[src/rtl/drv_imp_pkg.sv]
package drv_imp_pkg;
    typedef enum logic [1:0] {
        DIR_HOLD = 2'd0,
        DIR_UP   = 2'd1,
        DIR_DOWN = 2'd2
    } step_dir_e;
endpackage

[src/rtl/drv_imp_target.sv]
module drv_imp_target #(
    parameter int CODE_W = 6
) (
    input  logic [CODE_W-1:0] raw_code,
    input  logic              force_weak,
    output logic [CODE_W-1:0] eff_code
);
    localparam logic [CODE_W-1:0] WEAKEST = '1;

    always_comb begin
        eff_code = force_weak ? WEAKEST : raw_code;
    end
endmodule

[src/rtl/drv_imp_pacer.sv]
module drv_imp_pacer #(
    parameter int STEP_GAP = 64
) (
    input  logic clk,
    input  logic rst_n,
    input  logic clear,
    output logic ready
);
    localparam int PACE_W = (STEP_GAP > 1) ? $clog2(STEP_GAP) : 1;
    localparam logic [PACE_W-1:0] LIMIT = PACE_W'(STEP_GAP - 1);

    typedef struct packed {
        logic [PACE_W-1:0] cnt;
    } pace_t;

    pace_t p_d, p_q;

    always_comb begin
        p_d = p_q;
        if (clear) begin
            p_d.cnt = '0;
        end else if (p_q.cnt != LIMIT) begin
            p_d.cnt = p_q.cnt + 1'b1;
        end
    end

    always_ff @(posedge clk or negedge rst_n) begin
        if (!rst_n) begin
            p_q <= '0;
        end else begin
            p_q <= p_d;
        end
    end

    assign ready = (p_q.cnt == LIMIT);
endmodule

[src/rtl/drv_imp_stepper.sv]
module drv_imp_stepper
    import drv_imp_pkg::*;
#(
    parameter int CODE_W = 6
) (
    input  logic [CODE_W-1:0] cur_code,
    input  logic [CODE_W-1:0] goal_code,
    input  logic              window,
    input  logic              pace_ok,
    output logic [CODE_W-1:0] next_code,
    output logic              stepped,
    output step_dir_e         dir
);
    always_comb begin
        dir       = DIR_HOLD;
        next_code = cur_code;
        if (window && pace_ok) begin
            if (goal_code > cur_code) begin
                dir = DIR_UP;
            end else if (goal_code < cur_code) begin
                dir = DIR_DOWN;
            end
        end
        case (dir)
            DIR_UP:   next_code = cur_code + 1'b1;
            DIR_DOWN: next_code = cur_code - 1'b1;
            default:  next_code = cur_code;
        endcase
        stepped = (dir != DIR_HOLD);
    end
endmodule

[src/rtl/drv_imp_updater.sv]
module drv_imp_updater
    import drv_imp_pkg::*;
#(
    parameter int CODE_W        = 6,
    parameter int SETTLE_CYCLES = 4096
) (
    input  logic              clk,
    input  logic              rst_n,
    input  logic [CODE_W-1:0] target_code,
    input  logic              cal_open,
    input  logic              hiz,
    output logic [CODE_W-1:0] applied_code,
    output logic              done
);
    localparam int STEP_GAP_RAW = SETTLE_CYCLES >> CODE_W;
    localparam int STEP_GAP     = (STEP_GAP_RAW > 0) ? STEP_GAP_RAW : 1;

    typedef struct packed {
        logic [CODE_W-1:0] code;
        logic [CODE_W-1:0] tgt;
    } upd_state_t;

    upd_state_t r_d, r_q;

    logic [CODE_W-1:0] eff_target;
    logic [CODE_W-1:0] stepped_code;
    logic              step_taken;
    logic              pace_ready;
    step_dir_e         step_dir;
    logic [CODE_W-1:0] held_target;

    drv_imp_target #(.CODE_W(CODE_W)) u_target (
        .raw_code   (target_code),
        .force_weak (cal_open),
        .eff_code   (eff_target)
    );

    drv_imp_pacer #(.STEP_GAP(STEP_GAP)) u_pacer (
        .clk   (clk),
        .rst_n (rst_n),
        .clear (step_taken),
        .ready (pace_ready)
    );

    drv_imp_stepper #(.CODE_W(CODE_W)) u_stepper (
        .cur_code  (r_q.code),
        .goal_code (r_q.tgt),
        .window    (hiz),
        .pace_ok   (pace_ready),
        .next_code (stepped_code),
        .stepped   (step_taken),
        .dir       (step_dir)
    );

    always_comb begin
        r_d      = r_q;
        r_d.tgt  = eff_target;
        r_d.code = stepped_code;
    end

    always_ff @(posedge clk or negedge rst_n) begin
        if (!rst_n) begin
            r_q <= '0;
        end else begin
            r_q <= r_d;
        end
    end

    assign held_target  = r_q.tgt;
    assign applied_code = r_q.code;
    assign done         = (r_q.code == r_q.tgt);
endmodule

[config.mk]
export PLATFORM = sky130hd
export DESIGN_NAME = drv_imp_updater
export DESIGN_NICKNAME = d
export VERILOG_FILES = /design/src/rtl/drv_imp_pkg.sv /design/src/rtl/drv_imp_target.sv /design/src/rtl/drv_imp_pacer.sv /design/src/rtl/drv_imp_stepper.sv /design/src/rtl/drv_imp_updater.sv
export SDC_FILE = /design/constraint.sdc
export NUM_CORES = 1
export LEC_CHECK = 0
export CORE_AREA = 5 5 66 62
export DETAILED_ROUTE_END_ITERATION = 10
export DIE_AREA = 0 0 71 67
export GPL_TIMING_DRIVEN = 0
export PLACE_DENSITY = 0.53
export SYNTH_ARGS = -nofsm -noshare
export SYNTH_HDL_FRONTEND = slang
export SYNTH_SLANG_ARGS = --single-unit
[constraint.sdc]
create_clock -name clk -period 2.65 [get_ports clk]
set_input_delay 0.53 -clock clk [delete_from_list [all_inputs] [get_ports clk]]
set_output_delay 0.53 -clock clk [all_outputs]
set_load 0.1 [all_outputs]
### Yosys cells after proc, flatten, opt, wreduce, memory -nomap -nowiden

Cells that the tools add are included.

| word-level totals | value |
|---|---|
| bits in registers | 18 |
| input port bits | 10 |
| word-level logic and storage cells | 24 |
| output and inout bits | 7 |

| operators by class | value |
|---|---|
| multiplexer cells | 7 |
| reductions and logical operators | 4 |
| equality and inequality tests | 5 |
| magnitude comparators | 2 |
| $add $sub $neg | 3 |

Operators with widths:

| cell | number |
|---|---|
| $mux 6 | 3 |
| $add 6x1->6 const B | 2 |
| $pmux 6 s2 | 1 |
| $eq 6x6->1 | 1 |
| $eq 6x6->1 const B | 1 |
| $gt 6x6->1 | 1 |
| $lt 6x6->1 | 1 |
| $mux 2 | 3 |
| $ne 6x6->1 const B | 1 |
| $reduce_bool 2->1 | 3 |
| $sub 6x1->6 const B | 1 |
| $eq 2x1->1 const B | 1 |
| $eq 2x2->1 const B | 1 |
| $logic_and 1x1->1 | 1 |

### Depth between registers and ports, before layout

Gate-level depths: netlist of the first run.

| depth | value |
|---|---|
| word-level depth | 6 |
| gate-level depth with buffers | 13 |
| mapped depth without buffers | 13 |

### By module

A second synthesis of the first run with hierarchy kept.

| unflattened totals | value |
|---|---|
| cell total of the unflattened synthesis | 119 |
| area total of the unflattened synthesis | 1,202.4 um2 |

By module, submodules not included:

| module | area each (um2) | cells an instance | times used | seq. area each (um2) |
|---|---|---|---|---|
| drv_imp_stepper | 475.5 | 64 | 1 | 0.0 |
| drv_imp_updater | 369.1 | 20 | 1 | 300.3 |
| drv_imp_pacer | 320.3 | 29 | 1 | 150.1 |
| drv_imp_target | 37.5 | 6 | 1 | 0.0 |

### Least setup slack after synthesis of the first run

No wires, ideal clock.

| path | value |
|---|---|
| path type | flip-flop to flip-flop |
| start | reg r_q, in the netlist applied_code[5] |
| end | reg r_q, in the netlist applied_code[5] |
| required time | 2.559 ns |
| clock period less this slack | 4.610 ns |
| slack | -1.960 ns |
| arrival time | 4.519 ns |
| path buffers | 0 |
| setup time | 0.091 ns |
| cell stages (with the launch flop) | 12 |
| path through | dfrtp_1 inv_1 ha_1 nand4_1 nor2_1 or3_1 ha_1 ha_1 a211o_1 a2111oi_0 nor4b_1 o221ai_1 |

| on the way | value |
|---|---|
| word-level cells in the longest chain between the ends | 6 |
| elaborated cells between the ends (all ways) | 11 |
| classes of those cells | 2 x add/sub; 2 x order compare; 2 x eq/ne; 4 x mux; 1 x reduce/logical |

Ends and longest elaborated chain:

| item | RTL line | source |
|---|---|---|
| from (decl) | drv_imp_updater.sv:23 | `upd_state_t r_d, r_q;` |
| from (signal assigned) | drv_imp_updater.sv:65 | `r_q <= r_d;` |
| $lt 6x6->1 | drv_imp_stepper.sv:20 | `end else if (goal_code < cur_code) begin` |
| $mux 2 | drv_imp_stepper.sv:20 |  |
| $mux 2 | drv_imp_stepper.sv:18 | `if (goal_code > cur_code) begin` |
| $mux 2 | drv_imp_stepper.sv:17 | `if (window && pace_ok) begin` |
| $eq 2x2->1 / $eq 2x1->1 (equally long branches) | drv_imp_stepper.sv:24 | `case (dir)` |
| $pmux 6 s2 / $reduce_bool 2->1 (equally long branches) | n/a |  |

Parallel ways exist; a longest one is shown, timed or not.
A chain may end at the register's enable or synchronous reset.

### Worst setup path in the final report of the first run

| path | value |
|---|---|
| start | reg r_q, in the netlist applied_code[3] |
| end | reg r_q, in the netlist applied_code[5] |

Same word-level chain as after synthesis.

==> results of run 1 <==
[final timing paths]
kind / endpoint / slack, ns / depth (start not counted)
hold reg to reg: u_pacer.p_q[2]$_DFFE_PN0P_ / 0.50 / 1
min in group asynchronous: u_pacer.p_q[3]$_DFFE_PN0P_ / 0.77 / 1
max in group asynchronous: applied_code[1]$_DFFE_PN0P_ / 1.26 / 1
setup / recovery: applied_code[5]$_DFFE_PN0P_ / -0.32 / 12
setup reg to reg: applied_code[5]$_DFFE_PN0P_ / -0.32 / 12
hold / removal: u_pacer.p_q[2]$_DFFE_PN0P_ / 0.50 / 1
[repair_timing]
| action | CTS | global route |
|---|---|---|
| gates resized for setup | 13 | 4 |
| cloned | 0 | 0 |
| buffers inserted | 10 | 2 |
| endpoints found under the setup margin | 6 | 5 |
| pin swaps | 13 | 3 |
| hold buffers | 0 | 0 |
[cells in the final DEF (no fill, tap or decap), drive strengths merged, types with 2 or more instances in the layout]
cell / n
a211oi: 2
a21o: 4
a21oi: 3
a31oi: 2
and3: 4
buf: 14
clkbuf: 4
clkdlybuf4s50: 15
dfrtp: 18
ha: 13
inv: 12
mux2i: 3
nand2: 6
nand3: 2
nand3b: 3
nor2: 4
nor3: 2
o21a: 2
o21ai: 3
or2: 6
xnor2: 2
xor2: 3
[critical path, stage by stage, from the launching register on]
cell and delay [ns]:
dfrtp_4 0.49, inv_4 0.07, ha_4 0.20, a21o_1 0.14
a21o_1 0.18, a211oi_2 0.26, and3_4 0.24, ha_4 0.22
ha_4 0.22, a211o_4 0.35, a2111oi_4 0.33, nor4b_2 0.09
o221ai_1 0.08
[power by group through the flow]
stage                     clock network, mW  registers (mW)  logic (mW)
after floorplan                           0           0.709       0.437
after global placement                    0           0.476       0.839
after detailed placement                  0           0.479       0.860
after CTS                             0.205           0.466       0.999
after global routing                  0.220           0.478        1.11
final                                 0.197           0.466        1.02
[cells by family (layout without fill, tap and decap cells)]
group	Yosys count	in the layout	synth area share (%)
buffers and inverters	14	46	5.71
flip-flops	18	18	40.3
AO/OA/AOI/OAI	22	22	13.8
adder cells (fa/ha/maj)	14	14	16.3
AND/OR/NAND/NOR	34	34	17.2
multiplexers	3	3	2.69
XOR/XNOR	5	5	3.92
[cell usage after synthesis (3+ instances only)]
master    instances
dfrtp_1          18
ha_1             13
inv_1            11
nand2_1           6
or2_2             6
a21o_1            4
and3_1            4
nor2_1            4
a21oi_1           3
mux2i_1           3
nand3b_1          3
o21ai_0           3
xor2_1            3
[final cells by class]
| class | instances | area [sq um] | share of cell area, % |
|---|---|---|---|
| buffer | 2 | 18.8 | 1.11 |
| clock buffer | 4 | 45.0 | 2.67 |
| inverter | 12 | 50.0 | 2.97 |
| multi-input combinational | 78 | 790 | 46.9 |
| sequential | 18 | 470 | 27.9 |
| tap | 44 | 55.1 | 3.27 |
| timing repair buffer | 28 | 255 | 15.2 |
[registers in the layout, indices dropped and copies added (netlist names)]
register and flops:
applied_code 6, u_pacer.p_q 6, held_target 6
[stage by stage]
stage               hold WS (ns)  util, %  TNS, ns  instances
detailed placement         0.481     43.9    -1.46        170
global route               0.550     51.0    -1.09        186
CTS                        0.490     50.0   -0.641        184
finish                     0.498     51.0   -0.524        186
floorplan                  0.234        -    -1.61        110
global placement           0.475     43.9    -1.37        170
[per-layer routing]
layer	part of all wire [%]	wire length [um]
met4	1.2	29
met5	0	0
met1	44	1080
met3	3.7	90
met2	51	1250
==> results.cfg, run 1 <==
[yosys]
synth_edf_count = 0
syn_inst = 110
synth_top_area_share_pct = 40.3
synthFlopType = dfrtp_1
ys_types = 36
syn_avg_cell_area_sq_um = 10.2
ys_top_cells_by_area = dfrtp_1, ha_1, inv_1
async_reset_ff_share_pct = 100
netlist_area_sq_um = 1120
ys_ff_latch = 18
yosys.area.top_type = dfrtp_1
ys_warn_count = 0
ys_seq_area_share_pct = 40.3
syn_nets = 134

[timing]
min_period_over_period_pct = 112
maxSlewHeadroom_pct = 33.7
finalSetupViolCount = 3
tightest_slew_ns = 0.991
fin_crit_ns = 2.97
skew_ns = 0.00172
rsz0062_at_grt = true
final-hold-violation-count = 0
fmax_ghz = 0.336
worst_slack_ns = -0.323
slew_viol_final = 0

[global_route]
first_global_vias = 992
grt_remaining_overflow = 0
grt_max_degree = 19
top_usage_layer = met2
met2_usage_pct = 20.4
antenna_found_initial = 0
use_met1_pct = 13.3
grt_use_total_pct = 11.5
gr-usage-met3_pct = 2.56
grt_pass1_wl_um = 4270

[die]
rows = 20
dieHeight_um = 67
start_util_pct = 33.8
pin_count = 17
die_x_um = 71
dieArea_sq_um = 4760
core_region_area_sq_um = 3300

[route]
avgViaCountPerCell = 4.92
wire_per_inst_um = 13.1
drt_pass1_iterations = 3
antenna_left = 0
drc = 0
drtIter0Drc = 20
vias = 915
wl_um = 2450

[finish]
final_nets = 167
synthToLayoutAreaGrowth_pct = 50.7
fillers = 314
n_antenna_cell = 0
fin_area_sq_um = 1680
drive_above_1_share_pct = 40.8

[power_and_ir_drop]
finalPower_mw = 1.69
seqPwrFrac_pct = 27.6
p_int_mw = 0.916
netSwitchingFraction_pct = 45.7
p_per_area_nw_per_um2 = 1000
combinationalPowerShare_pct = 60.7
p_switching_mw = 0.771
p_leak_nw = 0.677
peakVddDrop_v = 0.000381
clock_power_share_pct = 11.7

[placement]
port_buffers = 16
pre_cts_ws_ns = -0.508
gp_congestion = 0.701
post_dp_cell_area_sq_um = 1450
dp_hpwl_um = 1740

[job]
cap_violations = 0

[clock_tree]
clock_latency_ns = 0.25
root_buffer = clkbuf_8
cts.sinks = 18
cts_buffers = 3
cts_tree = built
htreeDepth = 1
clockBufferDepth = 2
path_clk_slew_ns = 0.07

[critical_path]
cp.required_ns = 2.81
timing.rr.start = applied_code[3]$_DFFE_PN0P_
endpoint_kind = flip-flop
critPathArrivalTime_ns = 3.13
setup.worst_path.class = reg -> reg
cp_max_fo = 6
crit_start = applied_code[3]$_DFFE_PN0P_
crit_path_start_kind = flip-flop

[run_status]
outcome = finished with violations
violations = setup timing

[min_path]
min-delay-start = u_pacer.p_q[2]$_DFFE_PN0P_
min_path_type = reg -> reg
Note: power is estimated with default switching activity, not from simulation.
==> run 2: changes to the inputs <==
--- a/config.mk
+++ b/config.mk
@@ -9,7 +9,7 @@
 export DETAILED_ROUTE_END_ITERATION = 10
 export DIE_AREA = 0 0 71 67
 export GPL_TIMING_DRIVEN = 0
-export PLACE_DENSITY = 0.53
+export PLACE_DENSITY = 0.51
 export SYNTH_ARGS = -nofsm -noshare
 export SYNTH_HDL_FRONTEND = slang
 export SYNTH_SLANG_ARGS = --single-unit
==> constraint.sdc (replaced) <==
create_clock -name clk -period 2.9 [get_ports clk]
set_input_delay 0.58 -clock clk [delete_from_list [all_inputs] [get_ports clk]]
set_output_delay 0.58 -clock clk [all_outputs]
set_load 0.1 [all_outputs]
==> run 2 against run 1 <==
  * The flow still finishes with violations (setup timing)
  * Critical endpoint unchanged
  * Clock power increased by 7%
  * Fmax decreased by 1.7%
  * Largest power group unchanged
  * Flip-flop and latch count unchanged
  * Via count decreased by 2.3%
==> results.cfg, run 2 (synthesized netlist as in run 1, its figures left out) <==
[timing]
slew_viol_final = 0
tightest_slew_ns = 0.969
fmax_ghz = 0.331
maxSlewHeadroom_pct = 35.2
skew_ns = 0.00157
rsz0062_at_grt = true
worst_slack_ns = -0.125
finalSetupViolCount = 2
final-hold-violation-count = 0
min_period_over_period_pct = 104
fin_crit_ns = 3.02
hold_ws_ns = 0.497

[die]
rows = 20
start_util_pct = 33.8
core_region_area_sq_um = 3300
pin_count = 17
dieHeight_um = 67
die_x_um = 71
dieArea_sq_um = 4760

[route]
drt_pass1_iterations = 3
vias = 894
wl_um = 2520
drtIter0Drc = 28
drc = 0
avgViaCountPerCell = 4.89
wire_per_inst_um = 13.8
antenna_left = 0

[finish]
synthToLayoutAreaGrowth_pct = 48.0
n_antenna_cell = 0
final_nets = 164
layout_commonest_cell = clkdlybuf4s50_1
final_cell_mix = clkdlybuf4s50_1, dfrtp_1, buf_4, ha_4
drive_above_1_share_pct = 37.4
fin_area_sq_um = 1650

[clock_tree]
cts_tree = built
path_clk_slew_ns = 0.07
clock_latency_ns = 0.26
cts_buffers = 3
htreeDepth = 1
holdBufCountCts = 0
cts.sinks = 18
root_buffer = clkbuf_8
clockBufferDepth = 2

[placement]
post_dp_cell_area_sq_um = 1450
port_buffers = 16
dp_hpwl_um = 1800
gp_congestion = 0.700
pre_cts_ws_ns = -0.301

[critical_path]
cp_max_fo = 6
critPathArrivalTime_ns = 3.19
r2r.worst_path.cells = 12
reg2reg_slack_ns = -0.12
timing.rr.start = applied_code[3]$_DFFE_PN0P_
endpoint_kind = flip-flop
timing.rr.end = applied_code[5]$_DFFE_PN0P_
setup.worst_path.class = reg -> reg
crit_path_start_kind = flip-flop
cp.required_ns = 3.07

[min_path]
min_path_cells = 1
min_path_type = reg -> reg
min-delay-start = u_pacer.p_q[2]$_DFFE_PN0P_
min_to = u_pacer.p_q[2]$_DFFE_PN0P_

[global_route]
grt_max_degree = 19
grt_pass1_wl_um = 4220
grt_use_total_pct = 11.3
first_global_vias = 984
antenna_found_initial = 0
grt_remaining_overflow = 0

[power_and_ir_drop]
finalPower_mw = 1.56
p_leak_nw = 0.671
peakVddDrop_v = 0.000391
p_per_area_nw_per_um2 = 942

[run_status]
outcome = finished with violations
violations = setup timing

[job]
cap_violations = 0
[run 2: metrics by stage]
step | cells | util, % | TNS, ns
global placement | 170 | 43.9 | -0.419
floorplan | 110 | - | -0.518
detailed placement | 170 | 43.9 | -0.489
CTS | 181 | 48.5 | -0.160
global route | 183 | 50.1 | -0.452
finish | 183 | 50.1 | -0.179
[run 2: routing by layer]
metal  part of all wire [%]  up-vias  global-route usage [%]
met3                    3.4        5                    2.56
met2                     48       15                    18.9
met1                     47      433                    13.9
li1                       -      441                       -
met5                      0        -                       0
met4                    1.8        0                    4.93
[run 2: worst max-delay path: stages, from the launching register on]
cell and delay, ns:
dfrtp_4 0.49, inv_4 0.07, ha_4 0.20, a21o_1 0.15, a21o_1 0.16, a211oi_2 0.30
and3_4 0.24, ha_4 0.22, ha_4 0.23, a211o_4 0.37, a2111oi_4 0.33, nor4b_2 0.09
o221ai_1 0.08
[run 2: worst max path at each step]
stage / slack (ns) / cells past startpoint / endpoint / startpoint
2_1_floorplan: -0.29 / 11 / applied_code[5]$_DFFE_PN0P_ / applied_code[4]$_DFFE_PN0P_
4_1_cts: -0.13 / 12 / applied_code[5]$_DFFE_PN0P_ / applied_code[5]$_DFFE_PN0P_
5_1_grt: -0.24 / 12 / applied_code[5]$_DFFE_PN0P_ / applied_code[3]$_DFFE_PN0P_
6_report: -0.12 / 12 / applied_code[5]$_DFFE_PN0P_ / applied_code[3]$_DFFE_PN0P_
3_3_place_gp: -0.25 / 12 / applied_code[5]$_DFFE_PN0P_ / applied_code[3]$_DFFE_PN0P_
3_5_place_dp: -0.30 / 12 / applied_code[5]$_DFFE_PN0P_ / applied_code[3]$_DFFE_PN0P_
[run 2: layout make-up]
class                           count  area (sq um)
Tap cell                           44          55.1
Sequential cell                    18           470
Buffer                              2          18.8
Clock buffer                        4          55.1
Multi-Input combinational cell     78           777
Timing Repair Buffer               25           228
Fill cell                         319          1650
Inverter                           12          50.0
[run 2: power breakdown]
group          internal [mW]  total, mW  switching, mW
Clock                  0.121      0.210         0.0897
Sequential             0.348      0.433         0.0852
Combinational          0.379      0.915          0.536
[run 2: timing repair]
action / CTS / global route
endpoints found under the setup margin: 4 / 2
buffers inserted: 7 / 2
pin swaps: 5 / 7
resized for setup: 8 / 5
==> run 3: changes to the inputs <==
--- a/config.mk
+++ b/config.mk
@@ -5,11 +5,12 @@
 export SDC_FILE = /design/constraint.sdc
 export NUM_CORES = 1
 export LEC_CHECK = 0
-export CORE_AREA = 5 5 66 62
+export CORE_AREA = 5 5 68 64
 export DETAILED_ROUTE_END_ITERATION = 10
-export DIE_AREA = 0 0 71 67
+export DIE_AREA = 0 0 73 69
 export GPL_TIMING_DRIVEN = 0
 export PLACE_DENSITY = 0.51
 export SYNTH_ARGS = -nofsm -noshare
 export SYNTH_HDL_FRONTEND = slang
+export SYNTH_HIERARCHICAL = 1
 export SYNTH_SLANG_ARGS = --single-unit
==> run 3 against run 2 <==
  * The run now ends clean
  * Fmax up 8.7%
  * Final cell count up 2.2%
  * Synthesized cell count up 7.3%
==> results.cfg, run 3 <==
[global_route]
grt_pass1_wl_um = 4210
antenna_found_initial = 0
first_global_vias = 956
grt_remaining_overflow = 0
grt_max_degree = 19
grt_use_total_pct = 10.7

[die]
pin_count = 17
core_region_area_sq_um = 3570
dieArea_sq_um = 5040
start_util_pct = 33.3
die_x_um = 73
dieHeight_um = 69
rows = 21

[finish]
n_antenna_cell = 0
layout_commonest_cell = clkdlybuf4s50_1
fillers = 352
final_cell_mix = clkdlybuf4s50_1, dfrtp_1, inv_1, ha_1
synthToLayoutAreaGrowth_pct = 31.5
drive_above_1_share_pct = 22.7
multi_input_area_sq_um = 754
final_nets = 166
regArea_sq_um = 463
fin_area_sq_um = 1570

[clock_tree]
cts.sinks = 18
cts_buffers = 3
clockBufferDepth = 2
path_clk_slew_ns = 0.07
htreeDepth = 1
clock_latency_ns = 0.26
root_buffer = clkbuf_8
cts_tree = built

[yosys]
syn_inst = 118
syn_avg_cell_area_sq_um = 10.1
ys_warn_count = 6
syn_nets = 142
netlist_area_sq_um = 1190

[min_path]
min_to = u_pacer/p_q[2]$_DFFE_PN0P_
min-delay-start = u_pacer/p_q[2]$_DFFE_PN0P_
min_path_cells = 1
min_path_type = reg -> reg

[critical_path]
critPathArrivalTime_ns = 2.92
crit_chain = inv_4 -> ha_1 -> nor2b_1 -> o21ai_1 -> a21oi_2 -> or3_1 -> ha_1 -> buf_4 -> and4bb_2 -> o21ai_0 -> o211ai_1 -> xnor2_1
cp.required_ns = 3.04
timing.rr.start = applied_code[1]$_DFF_PN0_
setup.worst_path.class = reg -> reg
crit_path_start_kind = flip-flop
cpMostUsedCell = ha_1
slowest_stage = dfrtp_4
cp_max_fo = 10
timing.rr.end = applied_code[5]$_DFF_PN0_
reg2reg_slack_ns = 0.12
endpoint_kind = flip-flop
r2r.worst_path.cells = 12
crit_start = applied_code[1]$_DFF_PN0_
slowest_delay_ns = 0.52

[timing]
slew_viol_final = 0
final-hold-violation-count = 0
fmax_ghz = 0.359
skew_ns = 0.00556
maxSlewHeadroom_pct = 34.6
min_period_over_period_pct = 95.9
finalSetupViolCount = 0
tightest_slew_ns = 0.978
fin_crit_ns = 2.78

[route]
drtIter0Drc = 63
wire_per_inst_um = 13.2
antenna_left = 0
wl_um = 2480
drc = 0
avgViaCountPerCell = 5.00
drt_pass1_iterations = 4
vias = 935

[placement]
post_dp_cell_area_sq_um = 1420
dp_hpwl_um = 1930
gp_congestion = 0.778
port_buffers = 16

[run_status]
outcome = finished clean

[power_and_ir_drop]
finalPower_mw = 1.60
p_per_area_nw_per_um2 = 1020
p_leak_nw = 0.644
peakVddDrop_v = 0.000345

[job]
cap_violations = 0
==> run 3: metal layers <==
metal / routed length, um / GRT usage [%] / vias to the layer above
met5: 0 / 0 / -
met3: 92 / 2.03 / 5
met1: 1150 / 13.2 / 439
met4: 57 / 6.15 / 0
li1: - / - / 471
met2: 1180 / 16.9 / 20
==> run 3: cell type report <==
cell class	count	share of cell area, %
buffer	1	0.479
clock buffer	4	3.51
inverter	12	3.04
multi-input combinational	87	48.2
sequential	18	29.6
tap	46	3.67
timing repair buffer	19	11.6
==> run 3: worst max-delay path: cells and delay by family, from the launching register on <==
| family | cells | cell delay (ns) |
|---|---|---|
| flip-flops | 1 | 0.52 |
| AND/OR/NAND/NOR | 3 | 0.73 |
| AO/OA/AOI/OAI | 4 | 0.48 |
| adder cells (fa/ha/maj) | 2 | 0.51 |
| XOR/XNOR | 1 | 0.16 |
| buffers and inverters | 2 | 0.25 |
==> run 3: what timing repair did <==
item / 4_1_cts / 5_1_grt
pin swaps: 1 / 5
gates resized for setup: 2 / 11
setup endpoints to repair: 3 / 3
cloned: 0 / 0
hold buffers: 0 / 0
buffers inserted: 2 / 1
hold endpoints to repair: 0 / 0
==> run 3: worst max path at each step <==
stage          slack (ns)                   endpoint  depth (start not counted)
6_report             0.12  applied_code[5]$_DFF_PN0_                         12
4_1_cts              0.04  applied_code[4]$_DFF_PN0_                         13
5_1_grt             -0.03  applied_code[5]$_DFF_PN0_                         12
2_1_floorplan       0.001  applied_code[4]$_DFF_PN0_                         11
3_5_place_dp        -0.03  applied_code[5]$_DFF_PN0_                         12
3_3_place_gp       -0.007  applied_code[5]$_DFF_PN0_                         12
==> run 3: power by group <==
group	switching, mW	total, mW	internal [mW]
Clock	0.0893	0.210	0.121
Combinational	0.573	0.914	0.341
Sequential	0.126	0.474	0.348
Total	0.789	1.60	0.810
==> run 3: stage by stage <==
step / TNS [ns] / hold WS (ns) / utilization (%) / worst slack (ns) / instances
final: 0 / 0.538 / 43.8 / 0.118 / 187
after global routing: -0.0530 / 0.576 / 43.8 / -0.0299 / 187
after CTS: 0 / 0.545 / 41.9 / 0.0438 / 186
after detailed placement: -0.0504 / 0.533 / 39.8 / -0.0254 / 180
after global placement: -0.00658 / 0.528 / 39.8 / -0.00658 / 180
after floorplan: 0 / 0.284 / - / 0.00133 / 118
